`config.mk`:
```
export PLATFORM = sky130hd
export DESIGN_NAME = dma_window_xlat
export DESIGN_NICKNAME = d
export VERILOG_FILES = /design/src/rtl/dma_window_xlat.sv
export SDC_FILE = /design/constraint.sdc
export NUM_CORES = 1
export LEC_CHECK = 0
export BUFFER_PORTS_ARGS = -buffer_cell sky130_fd_sc_hd__buf_2
export CORE_AREA = 2 2 201 203
export CTS_BUF_LIST = sky130_fd_sc_hd__clkbuf_2 sky130_fd_sc_hd__clkbuf_4 sky130_fd_sc_hd__clkbuf_8
export DETAILED_ROUTE_END_ITERATION = 8
export DIE_AREA = 0 0 203 205
export GPL_TIMING_DRIVEN = 0
export HOLD_SLACK_MARGIN = 0.08
export PLACE_DENSITY = 0.61
export SETUP_SLACK_MARGIN = 0.4
export SLEW_MARGIN = 20
export SYNTH_ARGS = -nofsm -noshare
export SYNTH_HDL_FRONTEND = slang
export SYNTH_SLANG_ARGS = --single-unit
```
`constraint.sdc`:
```
create_clock -name clk -period 6.6 [get_ports clk]
set_input_delay 0.33 -clock clk [delete_from_list [all_inputs] [get_ports clk]]
set_output_delay 0.33 -clock clk [all_outputs]
set_load 0.01 [all_outputs]
```
`src/rtl/dma_window_xlat.sv`:
```
module dma_window_xlat #(
  parameter int AW          = 32,
  parameter int PA_W        = 40,
  parameter int NWIN        = 4,
  parameter int PAGE_SHIFT  = 13,
  parameter int SEG_LSB     = 20,
  parameter int PTE_W       = 32,
  parameter int PTE_LOG     = 2,
  parameter int SG_ONLY_WIN = 3
) (
  input  logic            clk,
  input  logic            rst_n,
  input  logic            cfg_we,
  input  logic [1:0]      cfg_sel,
  input  logic [1:0]      cfg_reg,
  input  logic [AW-1:0]   cfg_wdata,
  input  logic            req_valid,
  output logic            req_ready,
  input  logic [AW-1:0]   req_addr,
  input  logic [PA_W-AW-1:0] req_addr_hi,
  input  logic            req_dac,
  output logic            pte_req,
  output logic [PA_W-1:0] pte_addr,
  input  logic            pte_rsp_valid,
  input  logic [PTE_W-1:0] pte_rsp_data,
  output logic            out_valid,
  output logic [PA_W-1:0] out_pa,
  output logic            fault
);

  localparam int SEL_W = $clog2(NWIN);
  localparam logic [AW-1:0] SEG_MASK = {{(AW-SEG_LSB){1'b1}}, {SEG_LSB{1'b0}}};

  typedef enum logic {ST_IDLE, ST_WAIT} st_t;

  logic [AW-1:0] base_q [NWIN];
  logic [AW-1:0] mask_q [NWIN];
  logic [AW-1:0] xlat_q [NWIN];
  logic          dac_en_q;

  st_t                 st;
  logic [PAGE_SHIFT-1:0] pg_off_q;

  logic [NWIN-1:0] hit, sg;
  logic [AW-1:0]   off [NWIN];
  logic [SEL_W-1:0] sel;
  logic            any_hit;
  logic [PA_W-1:0] direct_pa, table_addr;
  logic            acc;

  assign req_ready = (st == ST_IDLE);
  assign acc       = req_valid && req_ready;

  always_ff @(posedge clk or negedge rst_n) begin
    if (!rst_n) begin
      for (int i = 0; i < NWIN; i++) begin
        base_q[i] <= '0;
        mask_q[i] <= '0;
        xlat_q[i] <= '0;
      end
      dac_en_q <= 1'b0;
    end else if (cfg_we) begin
      case (cfg_reg)
        2'd0: base_q[cfg_sel] <= cfg_wdata;
        2'd1: mask_q[cfg_sel] <= cfg_wdata & SEG_MASK;
        2'd2: xlat_q[cfg_sel] <= cfg_wdata;
        default: dac_en_q <= cfg_wdata[0];
      endcase
    end
  end

  for (genvar w = 0; w < NWIN; w++) begin : g_win
    assign hit[w] = base_q[w][0] &&
                    (((req_addr ^ base_q[w]) & ~mask_q[w] & SEG_MASK) == '0);
    assign sg[w]  = base_q[w][1] || (w == SG_ONLY_WIN);
    assign off[w] = req_addr & (mask_q[w] | ~SEG_MASK);
  end

  always_comb begin
    sel = '0;
    for (int i = NWIN-1; i >= 0; i--)
      if (hit[i]) sel = i[SEL_W-1:0];
  end

  assign any_hit    = |hit;
  assign direct_pa  = PA_W'(xlat_q[sel]) + PA_W'(off[sel]);
  assign table_addr = PA_W'(xlat_q[sel]) + (PA_W'(off[sel] >> PAGE_SHIFT) << PTE_LOG);

  always_ff @(posedge clk or negedge rst_n) begin
    if (!rst_n) begin
      st        <= ST_IDLE;
      out_valid <= 1'b0;
      out_pa    <= '0;
      fault     <= 1'b0;
      pte_req   <= 1'b0;
      pte_addr  <= '0;
      pg_off_q  <= '0;
    end else begin
      out_valid <= 1'b0;
      fault     <= 1'b0;
      pte_req   <= 1'b0;
      case (st)
        ST_IDLE: if (acc) begin
          if (req_dac) begin
            if (dac_en_q) begin
              out_valid <= 1'b1;
              out_pa    <= {req_addr_hi, req_addr};
            end else
              fault <= 1'b1;
          end else if (!any_hit)
            fault <= 1'b1;
          else if (sg[sel]) begin
            pte_req  <= 1'b1;
            pte_addr <= table_addr;
            pg_off_q <= req_addr[PAGE_SHIFT-1:0];
            st       <= ST_WAIT;
          end else begin
            out_valid <= 1'b1;
            out_pa    <= direct_pa;
          end
        end
        default: if (pte_rsp_valid) begin
          st <= ST_IDLE;
          if (pte_rsp_data[0]) begin
            out_valid <= 1'b1;
            out_pa    <= PA_W'({pte_rsp_data[PTE_W-1:1], pg_off_q});
          end else
            fault <= 1'b1;
        end
      endcase
    end
  end


  fault_excl_chk: assert property (@(posedge clk) disable iff (!rst_n)
    !(fault && out_valid));


  pte_pulse_chk: assert property (@(posedge clk) disable iff (!rst_n)
    pte_req |=> !pte_req);


  busy_while_fetch_chk: assert property (@(posedge clk) disable iff (!rst_n)
    pte_req |-> !req_ready);


  dac_pass_chk: assert property (@(posedge clk) disable iff (!rst_n)
    (acc && req_dac && dac_en_q) |=> (out_valid && out_pa == $past({req_addr_hi, req_addr})));


  result_cause_chk: assert property (@(posedge clk) disable iff (!rst_n)
    (out_valid || fault) |-> $past(req_valid || pte_rsp_valid));

endmodule

```
==> results by group <==
Worst setup path
  • Crit Path Max Fanout: 10
  • CP max stage delay: 0.46 ns
  • Crit path max-delay family: compound AO/OA/AOI/OAI gates
  • CP Cell Sequence: xnor2_1, o22ai_1, nor4_2, nand2_2, a211oi_4, buf_6, buf_12, clkbuf_4, clkbuf_2, a211oi_1, a21oi_1, ha_1, a21o_1, a21oi_1, nor2_1, o41ai_1, o211a_1, a21oi_1, o31a_1, o41ai_1, mux2i_1, o22a_1
  • Crit start category: flip-flop
  • Slowest stage cell, crit path: a21oi_1
  • Critical path required time: 7.16 ns
  • Cells on worst reg2reg path: 22
  • CP Class: reg2reg
  • Arr. time, crit path: 6.58 ns
  • Crit path capture type: flip-flop
  • Critical Path Most Common Cell: a21oi_1
  • Worst path bufs/invs: 4
  • Levels on crit path: 22

Layout
  • Area Growth Syn to Fin: 21.39%
  • Register area: 8058 um^2
  • Fin nets: 2048
  • Layout fillers: 3514
  • Final Core Density: 54.09%
  • Layout cell share with drive strength beyond 1: 31.29%
  • Multi-input logic area: 9029 um^2

Floorplan
  • Die W: 203 um
  • Ports: 198
  • Die Y: 205 um
  • Core Area: 39370 um^2
  • Rows: 73
  • Die Area: 41620 um^2
  • Initial core utilization: 44.56%

Pwr
  • Total power: 6.877 mW
  • Switching pwr: 2.307 mW
  • Power Dens Cells: 323.0 nW/um^2
  • Worst IR Drop VDD: 0.0001686 V
  • Net Sw Frac: 33.55%
  • Seq pwr share: 39.7%
  • P_int: 4.570 mW
  • Pleak: 9.499 nW
  • Clock power frac: 27.7%
  • Logic pwr share: 32.6%

Synth
  • Synth Area in Simple Gates: 9.280%
  • Seq cells post-synth: 322
  • Top post-synthesis cells by area: dfrtp_1 46%, mux2_2 15%, ha_1 3.6%
  • Synth Area in Adders: 3.866%
  • Synth Warn #: 0
  • Synth top cells by count: 322 x dfrtp_1, 233 x mux2_2, 124 x nand2_1
  • Largest family of logic cells by synthesized area: multiplexers
  • Mux cell area share after synthesis: 21.56%
  • Cell taking the most area after synthesis: dfrtp_1
  • Yosys top cell area share: 45.94%
  • Synth Area in Compound Gates: 11.83%
  • Area of the mapped netlist: 17540 um^2
  • Sequential area share after synthesis: 45.94%
  • Post-Synth XOR/XNOR Area: 4.237%
  • Synth cell types: 80
  • Asr flop ratio synth: 100.0%
  • Cells after Synth: 1559
  • Cell with the most instances after synthesis: dfrtp_1
  • EDFF count, synth: 0
  • Top_reg_cell synth: dfrtp_1
  • Synthesized area per cell: 11.25 um^2

STA
  • RSZ-0062 raised after global routing: true
  • Worst setup margin: 0.5863 ns
  • Fmax achieved: 166.3 MHz
  • Slew HR: 39.72%
  • Min Hold Slack: 0.1275 ns
  • Tmin final: 6.014 ns
  • Fin Clk Skew: 0.02523 ns
  • Fin. max-slew vios: 0
  • Finish-stage setup viols: 0
  • Final Hold Vio Count: 0
  • Worst-Margin Slew: 0.9043 ns
  • Period utilisation layout: 91.12%

Place
  • Number of port buffers: 174
  • HPWL after DPL: 39550 um
  • Pre-CTS setup slack: -0.5748 ns
  • Gp weighted congestion: 0.9260

Clocking
  • CTS root buffer: clkbuf_8
  • Clock Pin Slew Worst Setup and Hold Paths: 0.06 ns
  • CTS buffer count: 53
  • Worst-Skew Late Latency: 0.62 ns
  • Clk sinks: 322
  • TritonCTS clock tree: done
  • Max clock buf depth: 3
  • H-tree depth: 2

Global routing
  • Antenna violations before repair: 1
  • Remaining global-route overflow: 0
  • First-pass GRT wire length: 80530 um
  • Vias in the first global route: 13600
  • Largest net degree at the start of global routing: 101
  • Total Routing Usage GR: 25.50%

Min path
  • HP Class: in2reg
  • WHS Path Cells: 3

Detailed routing
  • DRT Pass-1 Iters: 5
  • Total Wirelength: 53180 um
  • Detailed Route Iter0 Violations: 902
  • Drt drc: 0
  • Vias post-DR: 13510
  • Routed vias/inst: 5.520
  • Routed len/inst: 21.73 um
  • Post-DRT Antenna Nets: 0

Job
  • Max_cap viols: 0

Run status
  • Run status: finished, final reports clean
==> repair_timing <==
action                                 4_1_cts  5_1_grt
setup buffers                                2        2
cloned                                       0        0
resized for setup                           20       10
hold buffers                                80        0
setup endpoints to repair                   26       15
pin swaps                                    2        2
endpoints found under the hold margin      220        0
==> final cells by class <==
cell class,instances,share of cell area [%]
timing repair buffer,261,8.426
inverter,14,0.2468
sequential,322,37.84
clock inverter,11,0.5582
buffer,103,2.515
tap,525,3.085
clock buffer,84,4.901
multi-input combinational,1126,42.40
antenna,2,0.02350
==> through the flow <==
| stage | cell area, um^2 | cells | setup TNS, ns |
|---|---|---|---|
| floorplan | 17560 | 1565 | 0 |
| global placement | 19090 | 2264 | -314.82 |
| detailed placement | 19180 | 2267 | -6.990 |
| CTS | 21230 | 2444 | 0 |
| global route | 21290 | 2447 | 0 |
| finish | 21290 | 2448 | 0 |
==> layout by cell type, fill, tap and decap left out, types with 51 or more instances in the layout <==
cell	instances
xnor2_1	64
dfrtp_1	322
a21oi_1	73
clkbuf_8	66
nand2_1	123
clkbuf_1	53
buf_2	187
dlygate4sd3_1	80
nor2_1	74
ha_1	51
mux2i_1	56
mux2_2	233
==> final timing paths <==
path	start	end	slack [ns]
max in group asynchronous	rst_n	xlat_q[42]$_DFFE_PN0P_	5.04
min	pte_rsp_data[0]	fault$_DFF_PN0_	0.13
min in group asynchronous	rst_n	pte_req$_DFF_PN0_	0.22
min reg2reg	out_pa[1]$_DFFE_PN0P_	out_pa[1]$_DFFE_PN0P_	0.47
max	base_q[55]$_DFFE_PN0P_	out_pa[31]$_DFFE_PN0P_	0.59
max reg2reg	base_q[55]$_DFFE_PN0P_	out_pa[31]$_DFFE_PN0P_	0.59
==> sequential cells by signal, summed over array words and instances, names as in the netlist <==
signal     count
base_q        55
pte_req        1
dac_en_q       1
xlat_q       128
out_valid      1
pg_off_q      13
fault          1
pte_addr      33
out_pa        40
mask_q        48
st             1
==> power by group through the flow <==
stage	Combinational (mW)	Clock [mW]	Sequential, mW
6_report	2.25	1.90	2.73
3_3_place_gp	2.11	0	2.74
3_5_place_dp	2.15	0	2.76
2_1_floorplan	1.45	0	2.74
5_1_grt	2.45	2.03	2.78
4_1_cts	2.22	1.94	2.72
==> routing by layer <==
metal	GRT usage, %	wire [um]	up-vias
li1	-	-	6286
met1	34.13	23840	6762
met2	42.33	24990	375
met3	3.802	2582	91
met4	8.942	1771	0
met5	0	0	-
==> worst min-delay path: cells and delay by family <==
kind | cells | cell delay [ns]
AOI/OAI and AO/OA | 1 | 0.21
buffers and inverters | 2 | 0.14
==> kinds of logic (layout without fill, tap and decap cells) <==
kind of cell,after synthesis,count (layout)
AOI/OAI and AO/OA,326,326
buffers and inverters,117,473
and+or+nand+nor,334,334
xor gates and xnor gates,84,84
muxes,322,322
adders and majority gates,53,53
other,1,9
DFF,322,322
Note: power is estimated with default switching activity, not from simulation.
